**src/rtl/axil_demux_pkg.sv**
```systemverilog
package axil_demux_pkg;
  localparam logic [1:0] RESP_OKAY   = 2'b00;
  localparam logic [1:0] RESP_DECERR = 2'b11;

  typedef enum logic [1:0] {WR_IDLE, WR_DATA, WR_RESP} wr_state_e;
endpackage

```
**src/rtl/axil_demux_decode.sv**
```systemverilog
module axil_demux_decode #(
  parameter int N_PORTS     = 4,
  parameter int ADDR_W      = 32,
  parameter int IGNORE_BITS = 12,
  parameter logic [N_PORTS*ADDR_W-1:0] BASE_ADDRS = '0,
  localparam int IDX_W = (N_PORTS > 1) ? $clog2(N_PORTS) : 1
) (
  input  logic [ADDR_W-1:0] addr_i,
  output logic              hit_o,
  output logic [IDX_W-1:0]  idx_o
);
  logic [N_PORTS-1:0] match;

  for (genvar g = 0; g < N_PORTS; g++) begin : g_cmp
    localparam logic [ADDR_W-1:0] BASE_G = BASE_ADDRS[g*ADDR_W +: ADDR_W];
    assign match[g] = (addr_i >> IGNORE_BITS) == (BASE_G >> IGNORE_BITS);
  end

  // lowest index wins on overlap
  always_comb begin
    idx_o = '0;
    for (int i = N_PORTS - 1; i >= 0; i--) begin
      if (match[i]) idx_o = IDX_W'(i);
    end
  end

  assign hit_o = |match;
endmodule

```
**src/rtl/axil_demux_rd.sv**
```systemverilog
module axil_demux_rd
  import axil_demux_pkg::*;
#(
  parameter int N_PORTS     = 4,
  parameter int ADDR_W      = 32,
  parameter int DATA_W      = 32,
  parameter int IGNORE_BITS = 12,
  parameter logic [N_PORTS*ADDR_W-1:0] BASE_ADDRS = '0,
  localparam int IDX_W = (N_PORTS > 1) ? $clog2(N_PORTS) : 1
) (
  input  logic                        clk_i,
  input  logic                        rst_ni,
  input  logic                        m_arvalid_i,
  output logic                        m_arready_o,
  input  logic [ADDR_W-1:0]           m_araddr_i,
  output logic                        m_rvalid_o,
  input  logic                        m_rready_i,
  output logic [DATA_W-1:0]           m_rdata_o,
  output logic [1:0]                  m_rresp_o,
  output logic [N_PORTS-1:0]          s_arvalid_o,
  input  logic [N_PORTS-1:0]          s_arready_i,
  output logic [ADDR_W-1:0]           s_araddr_o,
  input  logic [N_PORTS-1:0]          s_rvalid_i,
  output logic [N_PORTS-1:0]          s_rready_o,
  input  logic [N_PORTS*DATA_W-1:0]   s_rdata_i,
  input  logic [N_PORTS*2-1:0]        s_rresp_i
);
  logic             hit;
  logic [IDX_W-1:0] idx;
  logic             busy_q, miss_q;
  logic [IDX_W-1:0] sel_q;

  axil_demux_decode #(
    .N_PORTS(N_PORTS), .ADDR_W(ADDR_W), .IGNORE_BITS(IGNORE_BITS), .BASE_ADDRS(BASE_ADDRS)
  ) u_dec (
    .addr_i(m_araddr_i), .hit_o(hit), .idx_o(idx)
  );

  assign s_araddr_o = m_araddr_i;

  always_comb begin
    s_arvalid_o = '0;
    s_rready_o  = '0;
    m_arready_o = 1'b0;
    m_rvalid_o  = 1'b0;
    m_rdata_o   = '0;
    m_rresp_o   = RESP_OKAY;
    if (!busy_q) begin
      if (m_arvalid_i) begin
        if (hit) begin
          s_arvalid_o[idx] = 1'b1;
          m_arready_o      = s_arready_i[idx];
        end else begin
          m_arready_o = 1'b1;
        end
      end
    end else if (miss_q) begin
      m_rvalid_o = 1'b1;
      m_rresp_o  = RESP_DECERR;
    end else begin
      m_rvalid_o        = s_rvalid_i[sel_q];
      m_rdata_o         = s_rdata_i[int'(sel_q)*DATA_W +: DATA_W];
      m_rresp_o         = s_rresp_i[int'(sel_q)*2 +: 2];
      s_rready_o[sel_q] = m_rready_i;
    end
  end

  always_ff @(posedge clk_i or negedge rst_ni) begin
    if (!rst_ni) begin
      busy_q <= 1'b0;
      miss_q <= 1'b0;
      sel_q  <= '0;
    end else if (m_arvalid_i && m_arready_o) begin
      busy_q <= 1'b1;
      miss_q <= !hit;
      sel_q  <= idx;
    end else if (busy_q && m_rvalid_o && m_rready_i) begin
      busy_q <= 1'b0;
    end
  end

  assert_ar_onehot_R2: assert property (@(posedge clk_i) disable iff (!rst_ni)
    $onehot0(s_arvalid_o));
  assert_one_ar_R7: assert property (@(posedge clk_i) disable iff (!rst_ni)
    (m_arvalid_i && m_arready_o) |=> !m_arready_o);
  assert_rd_block_R7: assert property (@(posedge clk_i) disable iff (!rst_ni)
    (m_rvalid_o && !m_rready_i) |=> (!m_arready_o && s_arvalid_o == '0));
  assert_rd_decerr_R4: assert property (@(posedge clk_i) disable iff (!rst_ni)
    (m_rvalid_o && m_rresp_o == RESP_DECERR && s_rvalid_i == '0) |-> m_rdata_o == '0);
endmodule

```
**src/rtl/axil_demux_wr.sv**
```systemverilog
module axil_demux_wr
  import axil_demux_pkg::*;
#(
  parameter int N_PORTS     = 4,
  parameter int ADDR_W      = 32,
  parameter int DATA_W      = 32,
  parameter int IGNORE_BITS = 12,
  parameter logic [N_PORTS*ADDR_W-1:0] BASE_ADDRS = '0,
  localparam int IDX_W  = (N_PORTS > 1) ? $clog2(N_PORTS) : 1,
  localparam int STRB_W = DATA_W / 8
) (
  input  logic                  clk_i,
  input  logic                  rst_ni,
  input  logic                  m_awvalid_i,
  output logic                  m_awready_o,
  input  logic [ADDR_W-1:0]     m_awaddr_i,
  input  logic                  m_wvalid_i,
  output logic                  m_wready_o,
  input  logic [DATA_W-1:0]     m_wdata_i,
  input  logic [STRB_W-1:0]     m_wstrb_i,
  output logic                  m_bvalid_o,
  input  logic                  m_bready_i,
  output logic [1:0]            m_bresp_o,
  output logic [N_PORTS-1:0]    s_awvalid_o,
  input  logic [N_PORTS-1:0]    s_awready_i,
  output logic [ADDR_W-1:0]     s_awaddr_o,
  output logic [N_PORTS-1:0]    s_wvalid_o,
  input  logic [N_PORTS-1:0]    s_wready_i,
  output logic [DATA_W-1:0]     s_wdata_o,
  output logic [STRB_W-1:0]     s_wstrb_o,
  input  logic [N_PORTS-1:0]    s_bvalid_i,
  output logic [N_PORTS-1:0]    s_bready_o,
  input  logic [N_PORTS*2-1:0]  s_bresp_i
);
  logic             hit;
  logic [IDX_W-1:0] idx;
  wr_state_e        state_q;
  logic             miss_q;
  logic [IDX_W-1:0] sel_q;

  axil_demux_decode #(
    .N_PORTS(N_PORTS), .ADDR_W(ADDR_W), .IGNORE_BITS(IGNORE_BITS), .BASE_ADDRS(BASE_ADDRS)
  ) u_dec (
    .addr_i(m_awaddr_i), .hit_o(hit), .idx_o(idx)
  );

  assign s_awaddr_o = m_awaddr_i;
  assign s_wdata_o  = m_wdata_i;
  assign s_wstrb_o  = m_wstrb_i;

  always_comb begin
    s_awvalid_o = '0;
    s_wvalid_o  = '0;
    s_bready_o  = '0;
    m_awready_o = 1'b0;
    m_wready_o  = 1'b0;
    m_bvalid_o  = 1'b0;
    m_bresp_o   = RESP_OKAY;
    case (state_q)
      WR_IDLE: begin
        if (m_awvalid_i) begin
          if (hit) begin
            s_awvalid_o[idx] = 1'b1;
            m_awready_o      = s_awready_i[idx];
          end else begin
            m_awready_o = 1'b1;
          end
        end
      end
      WR_DATA: begin
        if (miss_q) begin
          m_wready_o = 1'b1; // sink data locally
        end else begin
          s_wvalid_o[sel_q] = m_wvalid_i;
          m_wready_o        = s_wready_i[sel_q];
        end
      end
      WR_RESP: begin
        if (miss_q) begin
          m_bvalid_o = 1'b1;
          m_bresp_o  = RESP_DECERR;
        end else begin
          m_bvalid_o        = s_bvalid_i[sel_q];
          m_bresp_o         = s_bresp_i[int'(sel_q)*2 +: 2];
          s_bready_o[sel_q] = m_bready_i;
        end
      end
      default: ;
    endcase
  end

  always_ff @(posedge clk_i or negedge rst_ni) begin
    if (!rst_ni) begin
      state_q <= WR_IDLE;
      miss_q  <= 1'b0;
      sel_q   <= '0;
    end else begin
      case (state_q)
        WR_IDLE: if (m_awvalid_i && m_awready_o) begin
          state_q <= WR_DATA;
          miss_q  <= !hit;
          sel_q   <= idx;
        end
        WR_DATA: if (m_wvalid_i && m_wready_o) state_q <= WR_RESP;
        WR_RESP: if (m_bvalid_o && m_bready_i) state_q <= WR_IDLE;
        default: state_q <= WR_IDLE;
      endcase
    end
  end

  assert_aw_onehot_R3: assert property (@(posedge clk_i) disable iff (!rst_ni)
    $onehot0(s_awvalid_o));
  assert_w_onehot_R3: assert property (@(posedge clk_i) disable iff (!rst_ni)
    $onehot0(s_wvalid_o));
  assert_one_aw_R8: assert property (@(posedge clk_i) disable iff (!rst_ni)
    (m_awvalid_i && m_awready_o) |=> !m_awready_o);
  assert_wr_block_R8: assert property (@(posedge clk_i) disable iff (!rst_ni)
    (m_bvalid_o && !m_bready_i) |=> (!m_awready_o && s_awvalid_o == '0));
  assert_w_after_aw_R8: assert property (@(posedge clk_i) disable iff (!rst_ni)
    (m_awvalid_i && m_awready_o) |-> !(m_wvalid_i && m_wready_o));
endmodule

```
**src/rtl/axil_demux.sv**
```systemverilog
module axil_demux #(
  parameter int N_PORTS     = 4,
  parameter int ADDR_W      = 32,
  parameter int DATA_W      = 32,
  parameter int IGNORE_BITS = 12,
  parameter logic [N_PORTS*ADDR_W-1:0] BASE_ADDRS =
    {32'h0000_8000, 32'h0000_5000, 32'h0000_4000, 32'h0000_1000},
  localparam int STRB_W = DATA_W / 8
) (
  input  logic                        clk_i,
  input  logic                        rst_ni,
  input  logic                        m_awvalid_i,
  output logic                        m_awready_o,
  input  logic [ADDR_W-1:0]           m_awaddr_i,
  input  logic                        m_wvalid_i,
  output logic                        m_wready_o,
  input  logic [DATA_W-1:0]           m_wdata_i,
  input  logic [STRB_W-1:0]           m_wstrb_i,
  output logic                        m_bvalid_o,
  input  logic                        m_bready_i,
  output logic [1:0]                  m_bresp_o,
  input  logic                        m_arvalid_i,
  output logic                        m_arready_o,
  input  logic [ADDR_W-1:0]           m_araddr_i,
  output logic                        m_rvalid_o,
  input  logic                        m_rready_i,
  output logic [DATA_W-1:0]           m_rdata_o,
  output logic [1:0]                  m_rresp_o,
  output logic [N_PORTS-1:0]          s_awvalid_o,
  input  logic [N_PORTS-1:0]          s_awready_i,
  output logic [ADDR_W-1:0]           s_awaddr_o,
  output logic [N_PORTS-1:0]          s_wvalid_o,
  input  logic [N_PORTS-1:0]          s_wready_i,
  output logic [DATA_W-1:0]           s_wdata_o,
  output logic [STRB_W-1:0]           s_wstrb_o,
  input  logic [N_PORTS-1:0]          s_bvalid_i,
  output logic [N_PORTS-1:0]          s_bready_o,
  input  logic [N_PORTS*2-1:0]        s_bresp_i,
  output logic [N_PORTS-1:0]          s_arvalid_o,
  input  logic [N_PORTS-1:0]          s_arready_i,
  output logic [ADDR_W-1:0]           s_araddr_o,
  input  logic [N_PORTS-1:0]          s_rvalid_i,
  output logic [N_PORTS-1:0]          s_rready_o,
  input  logic [N_PORTS*DATA_W-1:0]   s_rdata_i,
  input  logic [N_PORTS*2-1:0]        s_rresp_i
);
  axil_demux_wr #(
    .N_PORTS(N_PORTS), .ADDR_W(ADDR_W), .DATA_W(DATA_W),
    .IGNORE_BITS(IGNORE_BITS), .BASE_ADDRS(BASE_ADDRS)
  ) u_wr (
    .clk_i(clk_i), .rst_ni(rst_ni),
    .m_awvalid_i(m_awvalid_i), .m_awready_o(m_awready_o), .m_awaddr_i(m_awaddr_i),
    .m_wvalid_i(m_wvalid_i), .m_wready_o(m_wready_o), .m_wdata_i(m_wdata_i),
    .m_wstrb_i(m_wstrb_i), .m_bvalid_o(m_bvalid_o), .m_bready_i(m_bready_i),
    .m_bresp_o(m_bresp_o),
    .s_awvalid_o(s_awvalid_o), .s_awready_i(s_awready_i), .s_awaddr_o(s_awaddr_o),
    .s_wvalid_o(s_wvalid_o), .s_wready_i(s_wready_i), .s_wdata_o(s_wdata_o),
    .s_wstrb_o(s_wstrb_o), .s_bvalid_i(s_bvalid_i), .s_bready_o(s_bready_o),
    .s_bresp_i(s_bresp_i)
  );

  axil_demux_rd #(
    .N_PORTS(N_PORTS), .ADDR_W(ADDR_W), .DATA_W(DATA_W),
    .IGNORE_BITS(IGNORE_BITS), .BASE_ADDRS(BASE_ADDRS)
  ) u_rd (
    .clk_i(clk_i), .rst_ni(rst_ni),
    .m_arvalid_i(m_arvalid_i), .m_arready_o(m_arready_o), .m_araddr_i(m_araddr_i),
    .m_rvalid_o(m_rvalid_o), .m_rready_i(m_rready_i), .m_rdata_o(m_rdata_o),
    .m_rresp_o(m_rresp_o),
    .s_arvalid_o(s_arvalid_o), .s_arready_i(s_arready_i), .s_araddr_o(s_araddr_o),
    .s_rvalid_i(s_rvalid_i), .s_rready_o(s_rready_o), .s_rdata_i(s_rdata_i),
    .s_rresp_i(s_rresp_i)
  );
endmodule

```
**config.mk**
```make
export PLATFORM = sky130hd
export DESIGN_NAME = axil_demux
export DESIGN_NICKNAME = d
export VERILOG_FILES = /design/src/rtl/axil_demux_pkg.sv /design/src/rtl/axil_demux_decode.sv /design/src/rtl/axil_demux_rd.sv /design/src/rtl/axil_demux_wr.sv /design/src/rtl/axil_demux.sv
export SDC_FILE = /design/constraint.sdc
export NUM_CORES = 1
export LEC_CHECK = 0
export ABC_AREA = 1
export CORE_AREA = 2 2 168 170
export DETAILED_ROUTE_END_ITERATION = 12
export DIE_AREA = 0 0 170 172
export GPL_ROUTABILITY_DRIVEN = 0
export HOLD_SLACK_MARGIN = 0.08
export RECOVER_POWER = 25
export SKIP_LAST_GASP = 1
export SLEW_MARGIN = 20
export SYNTH_ARGS = -nofsm -noshare
export SYNTH_HDL_FRONTEND = slang
export SYNTH_SLANG_ARGS = --single-unit
```
**constraint.sdc**
```tcl
create_clock -name clk_i -period 2.45 [get_ports clk_i]
set_input_delay 0.6125 -clock clk_i [delete_from_list [all_inputs] [get_ports clk_i]]
set_output_delay 0.6125 -clock clk_i [all_outputs]
set_load 0.03 [all_outputs]
```
* Word level (Yosys, flattened, before mapping) *
Index checks and enable logic that the tools add are counted.

word-level totals
  register bits after elaboration = 9
  output and inout port bits = 161
  input bits = 271

operators by class
  shift operators = 3
  multiplexer cells = 62
  eq/ne operators = 13
  bitwise operators = 3
  reductions and logical operators = 18
  $lt $le $gt $ge = 8

operator list
  cell                 number
  $shiftx 128x8->32    1
  $eq 20x3->1 const B  4
  $mux 32              2
  $mux 4               12
  $eq 20x1->1 const B  2
  $eq 20x4->1 const B  2
  $mux 2               15
  $mux 1               23
  $shiftx 8x4->2       2
  $and 4x4->4          3
  $lt 2x3->1 const B   4
  $bmux 1 s2           5
  $logic_and 1x1->1    10
  $demux 1 s2          4
  $ge 2x1->1 const B   4
  $reduce_or 4->1      2
  $ne 2x1->1 const B   3
  $pmux 2 s3           1
  $reduce_and 3->1     1
  $eq 2x1->1 const B   1
  $eq 2x2->1 const B   1
  $logic_not 1->1      2
  $logic_not 2->1      1
  $reduce_and 2->1     1
  $reduce_bool 2->1    1

* Depth between registers and ports, before layout *
  word-level depth = 13
  gate-level depth with buffers = 12

* Modules after synthesis *
From an unflattened synthesis, not the netlist that was laid out.

unflattened totals
  cells, all modules = 532
  area total of the unflattened synthesis = 2,999.1 µm²

by module, submodules not included
  module             times used  cells an instance  area each (µm²)
  axil_demux_rd      1           291                1,665.3
  axil_demux_wr      1           171                1,063.5
  axil_demux_decode  2           35                 135.1

* Worst setup path before layout *
OpenSTA, ideal clock, no wires.

  kind = input to output
  start point = input m_awaddr_i[13]
  end point = output s_awvalid_o[1]
  cell stages on the path = 4
  arrival time = 1.753 ns
  path slack = 0.084 ns
  required time = 1.837 ns
  cell sequence = or2_4 > nor2_2 > nand3_1 > nor3_1

on the way
  word-level cells in the longest chain between the ends = 12

RTL lines
  what                                                            RTL line                 source
  start: declaration                                              axil_demux.sv:14         input logic [ADDR_W-1:0] m_awaddr_i,
  $eq 20x4->1                                                     axil_demux_decode.sv:16  assign match[g] = (addr_i >> IGNORE_BITS) == (BASE_G >> IGNORE_BITS);
  $mux 2 (4 in a row)                                             axil_demux_decode.sv:23  if (match[i]) idx_o = IDX_W'(i);
  $lt 2x3->1 (not written as such) or $ge 2x1->1 (tied branches)  axil_demux_wr.sv:63      s_awvalid_o[idx] = 1'b1;
  $logic_and 1x1->1 (not written as such)                         axil_demux_wr.sv:63
  $mux 1 (not written as such)                                    axil_demux_wr.sv:63
  $demux 1 s2                                                     -
  $mux 4 *                                                        axil_demux_wr.sv:62      if (hit) begin
  $mux 4 *                                                        axil_demux_wr.sv:61      if (m_awvalid_i) begin
  $mux 4 *                                                        axil_demux_wr.sv:59      case (state_q)
  end: declaration                                                axil_demux.sv:29         output logic [N_PORTS-1:0] s_awvalid_o,

Mark *: on every way between the ends. The rest lies on a longest branch, timed or not.

* Worst setup path in the final report *
  start point = input m_araddr_i[20]
  end point = output s_arvalid_o[3]

on the way
  word-level cells in the longest chain between the ends = 12

RTL lines
  what                                                            RTL line                 source
  start: declaration                                              axil_demux.sv:24         input logic [ADDR_W-1:0] m_araddr_i,
  $eq 20x4->1                                                     axil_demux_decode.sv:16
  $mux 2 (4 in a row)                                             axil_demux_decode.sv:23
  $lt 2x3->1 (not written as such) or $ge 2x1->1 (tied branches)  axil_demux_rd.sv:51      s_arvalid_o[idx] = 1'b1;
  $logic_and 1x1->1 (not written as such)                         axil_demux_rd.sv:51
  $mux 1 (not written as such)                                    axil_demux_rd.sv:51
  $demux 1 s2                                                     -
  $mux 4 *                                                        axil_demux_rd.sv:50      if (hit) begin
  $mux 4 *                                                        axil_demux_rd.sv:49      if (m_arvalid_i) begin
  $mux 4 *                                                        axil_demux_rd.sv:48      if (!busy_q) begin
  end: declaration                                                axil_demux.sv:39         output logic [N_PORTS-1:0] s_arvalid_o,

Marked as above.

==> flow_metrics.tcl <==
set metrics [dict create \
    syn_inst 481 \
    fin_ws_ns 0.0121 \
    async_reset_ff_frac 1.00 \
    start_kind "input port" \
    syn_nets 752 \
    io_pins 432 \
    finalSetupTns_ns 0 \
    via_per_inst 3.90 \
    antenna_found_initial 3 \
    drtIter0Drc 144 \
    final.setup_skew_ns 0.000457 \
    synthToLayoutAreaGrowth_pct 119 \
    ctsHoldBuffers 0 \
    power_density_nw_per_um2 368 \
    routed_wl_um 15900 \
    period_share 0.995 \
    clkTransAtPathRegs_ns 0.04 \
    num_vias 4263 \
    relSlewSlack 0.640 \
    ir_worst_vdd_uv 171 \
    post-place-ws_ns -0.424 \
    regToRegSetupSlack_ns 0.51 \
    cts_max_path_buffers 2 \
    rsz0062_at_grt "yes" \
    cts_tree "built" \
    clock.fmax_mhz 410 \
    core-area_um2 27500 \
    crit_type "in2out" \
    grt_pass1_wl_um 21700 \
    worstPathRequired_ns 1.84 \
    htreeDepth 1 \
    nets 1017 \
    drv_slew 0 \
    avgSynthCellArea_um2 5.89 \
    tightest_slew_ns 0.538 \
    worstSetupEndpointType "output pin" \
    min_path_type "reg2reg" \
    dieArea_um2 29200 \
    critPathMaxFanout 3 \
    ys.flop_type "dfrtp_1" \
    grt_pass1_vias 3966 \
    synth_area_um2 2830 \
    cts_buffers 3 \
    grtUsageTotal 0.0968 \
    clk_latency_ns 0.24 \
    synth.ff_latch_count 9 \
    synth-edff-count 0 \
    outcome "complete, no violations" \
    fin_util 0.226 \
    final_antenna_net_count 0 \
    grt-ovfl-total 0 \
    yosysWarningCount 0 \
    crit_arrival_ns 1.83 \
    seq_area_frac_synth 0.0795 \
    initial_core_util 0.103 \
    dieHeight_um 172 \
    layout-drive-gt1-share 0.357 \
    yosysUniqueCellTypes 31 \
    port_buffers 311 \
    final-setup-viol-count 0 \
    grt_max_degree 32 \
    p_leak_uw 0.00255 \
    final_hold_viol_count 0 \
    dp_hpwl_um 13200 \
    routedWlPerCell_um 14.6 \
    firstDrtPassIters 4 \
    rows 61 \
    finalCriticalPeriod_ns 2.44 \
    root_buffer "clkbuf_16" \
    cts_sinks 9 \
    cap_violations 0 \
    power_uw 2280 \
    dieWidth_um 170 \
    remaining_drc_errors 0 \
]
path summary, 6_finish.rpt:
path	cells after the start	startpoint	endpoint
setup / recovery	10	m_araddr_i[20]	s_arvalid_o[3]
hold / removal	2	u_rd.busy_q	u_rd.busy_q
setup reg to reg	12	u_wr.state_q[0]	u_wr.sel_q[0]
hold reg to reg	2	u_rd.busy_q	u_rd.busy_q
max in group asynchronous	1	rst_ni	u_rd.sel_q[0]
min in group asynchronous	1	rst_ni	u_wr.sel_q[1]
layout make-up:
cell class / instances / area [um^2]
fillers: 3052 / 21300
clock buffers: 4 / 78.8
multi-input cells: 316 / 1880
diodes: 1 / 2.50
flip-flops and latches: 9 / 228
repair buffers: 379 / 3440
inverters: 37 / 150
well taps: 346 / 433
per-stage QoR:
step	hold slack (ns)	cells	cell area (um^2)
3_3_place_gp	0.510	1072	5890
4_1_cts	0.519	1088	6070
2_1_floorplan	0.317	481	2830
5_1_grt	0.586	1092	6200
3_5_place_dp	0.508	1072	5890
6_report	0.509	1092	6200
synthesized netlist by cell type (2+ instances only):
master | count | area, um^2
dfrtp_1 | 9 | 225
nor2_2 | 8 | 50.1
nor2_1 | 47 | 176
nor3_1 | 6 | 30.0
nand3_1 | 50 | 250
nand3b_1 | 3 | 22.5
a31oi_1 | 32 | 200
a22oi_1 | 32 | 240
nand3_2 | 7 | 70.1
buf_4 | 100 | 751
buf_2 | 8 | 40.0
o21ai_0 | 2 | 10.0
or2_4 | 2 | 17.5
inv_2 | 2 | 7.51
inv_1 | 33 | 124
a21oi_1 | 6 | 30.0
nand2_1 | 101 | 379
nand2_2 | 4 | 25.0
o21ai_1 | 4 | 20.0
a41oi_1 | 4 | 35.0
clkbuf_1 | 11 | 41.3
where the power goes:
part | internal (uW) | switching [uW]
Clock | 218 | 74.5
Sequential | 187 | 36.8
Combinational | 831 | 938
critical path: stages:
cell	delay [ns]
buf_2	0.11
nor2_2	0.10
nand2_2	0.08
nor2_4	0.18
nand2_4	0.09
buf_4	0.15
nor3_2	0.11
inv_1	0.08
nor2_1	0.14
buf_4	0.18
metal layers:
| layer | share of wire | up-vias | track usage | wire [um] |
|---|---|---|---|---|
| li1 | - | 2064 | - | - |
| met1 | 0.36 | 1899 | 0.0991 | 5750 |
| met2 | 0.50 | 273 | 0.180 | 7990 |
| met3 | 0.12 | 23 | 0.0398 | 1840 |
| met4 | 0.021 | 4 | 0.0290 | 334 |
| met5 | 0.0017 | - | 0 | 27 |
what timing repair did:
item | 4_1_cts | 5_1_grt
resized for setup | 171 | 53
setup endpoints to repair | 34 | 13
pin swaps | 56 | 41
setup buffers | 12 | 3
kinds of logic after synthesis:
group / after synthesis / synth area share
flip-flops: 9 / 0.0795
AO/OA/AOI/OAI: 83 / 0.199
buffers and inverters: 156 / 0.343
AND/OR/NAND/NOR: 233 / 0.379
cells in the final DEF (no fill, tap or decap), types with 4 or more instances in the layout:
cell | Yosys | layout
dfrtp_1 | 9 | 7
nor3_2 | 0 | 4
nor2_1 | 47 | 35
a41oi_1 | 4 | 4
nand2_4 | 1 | 4
buf_12 | 0 | 12
buf_2 | 8 | 21
nand3_1 | 50 | 48
nor2_4 | 1 | 14
nand2_2 | 4 | 18
clkdlybuf4s50_1 | 0 | 188
nor2_2 | 8 | 7
buf_6 | 0 | 12
clkbuf_2 | 0 | 10
a31oi_1 | 32 | 31
a21oi_1 | 6 | 6
a22oi_1 | 32 | 32
buf_4 | 100 | 135
inv_1 | 33 | 30
nand2_1 | 101 | 84
nand3_4 | 1 | 4
nand3_2 | 7 | 6
state kept, by name, summed over array words and instances, names as in the netlist:
signal	count
u_rd.busy_q	1
u_wr.miss_q	1
u_wr.sel_q	2
u_wr.state_q	2
u_rd.miss_q	1
u_rd.sel_q	2
No activity file was read; power rests on OpenSTA's default activity.
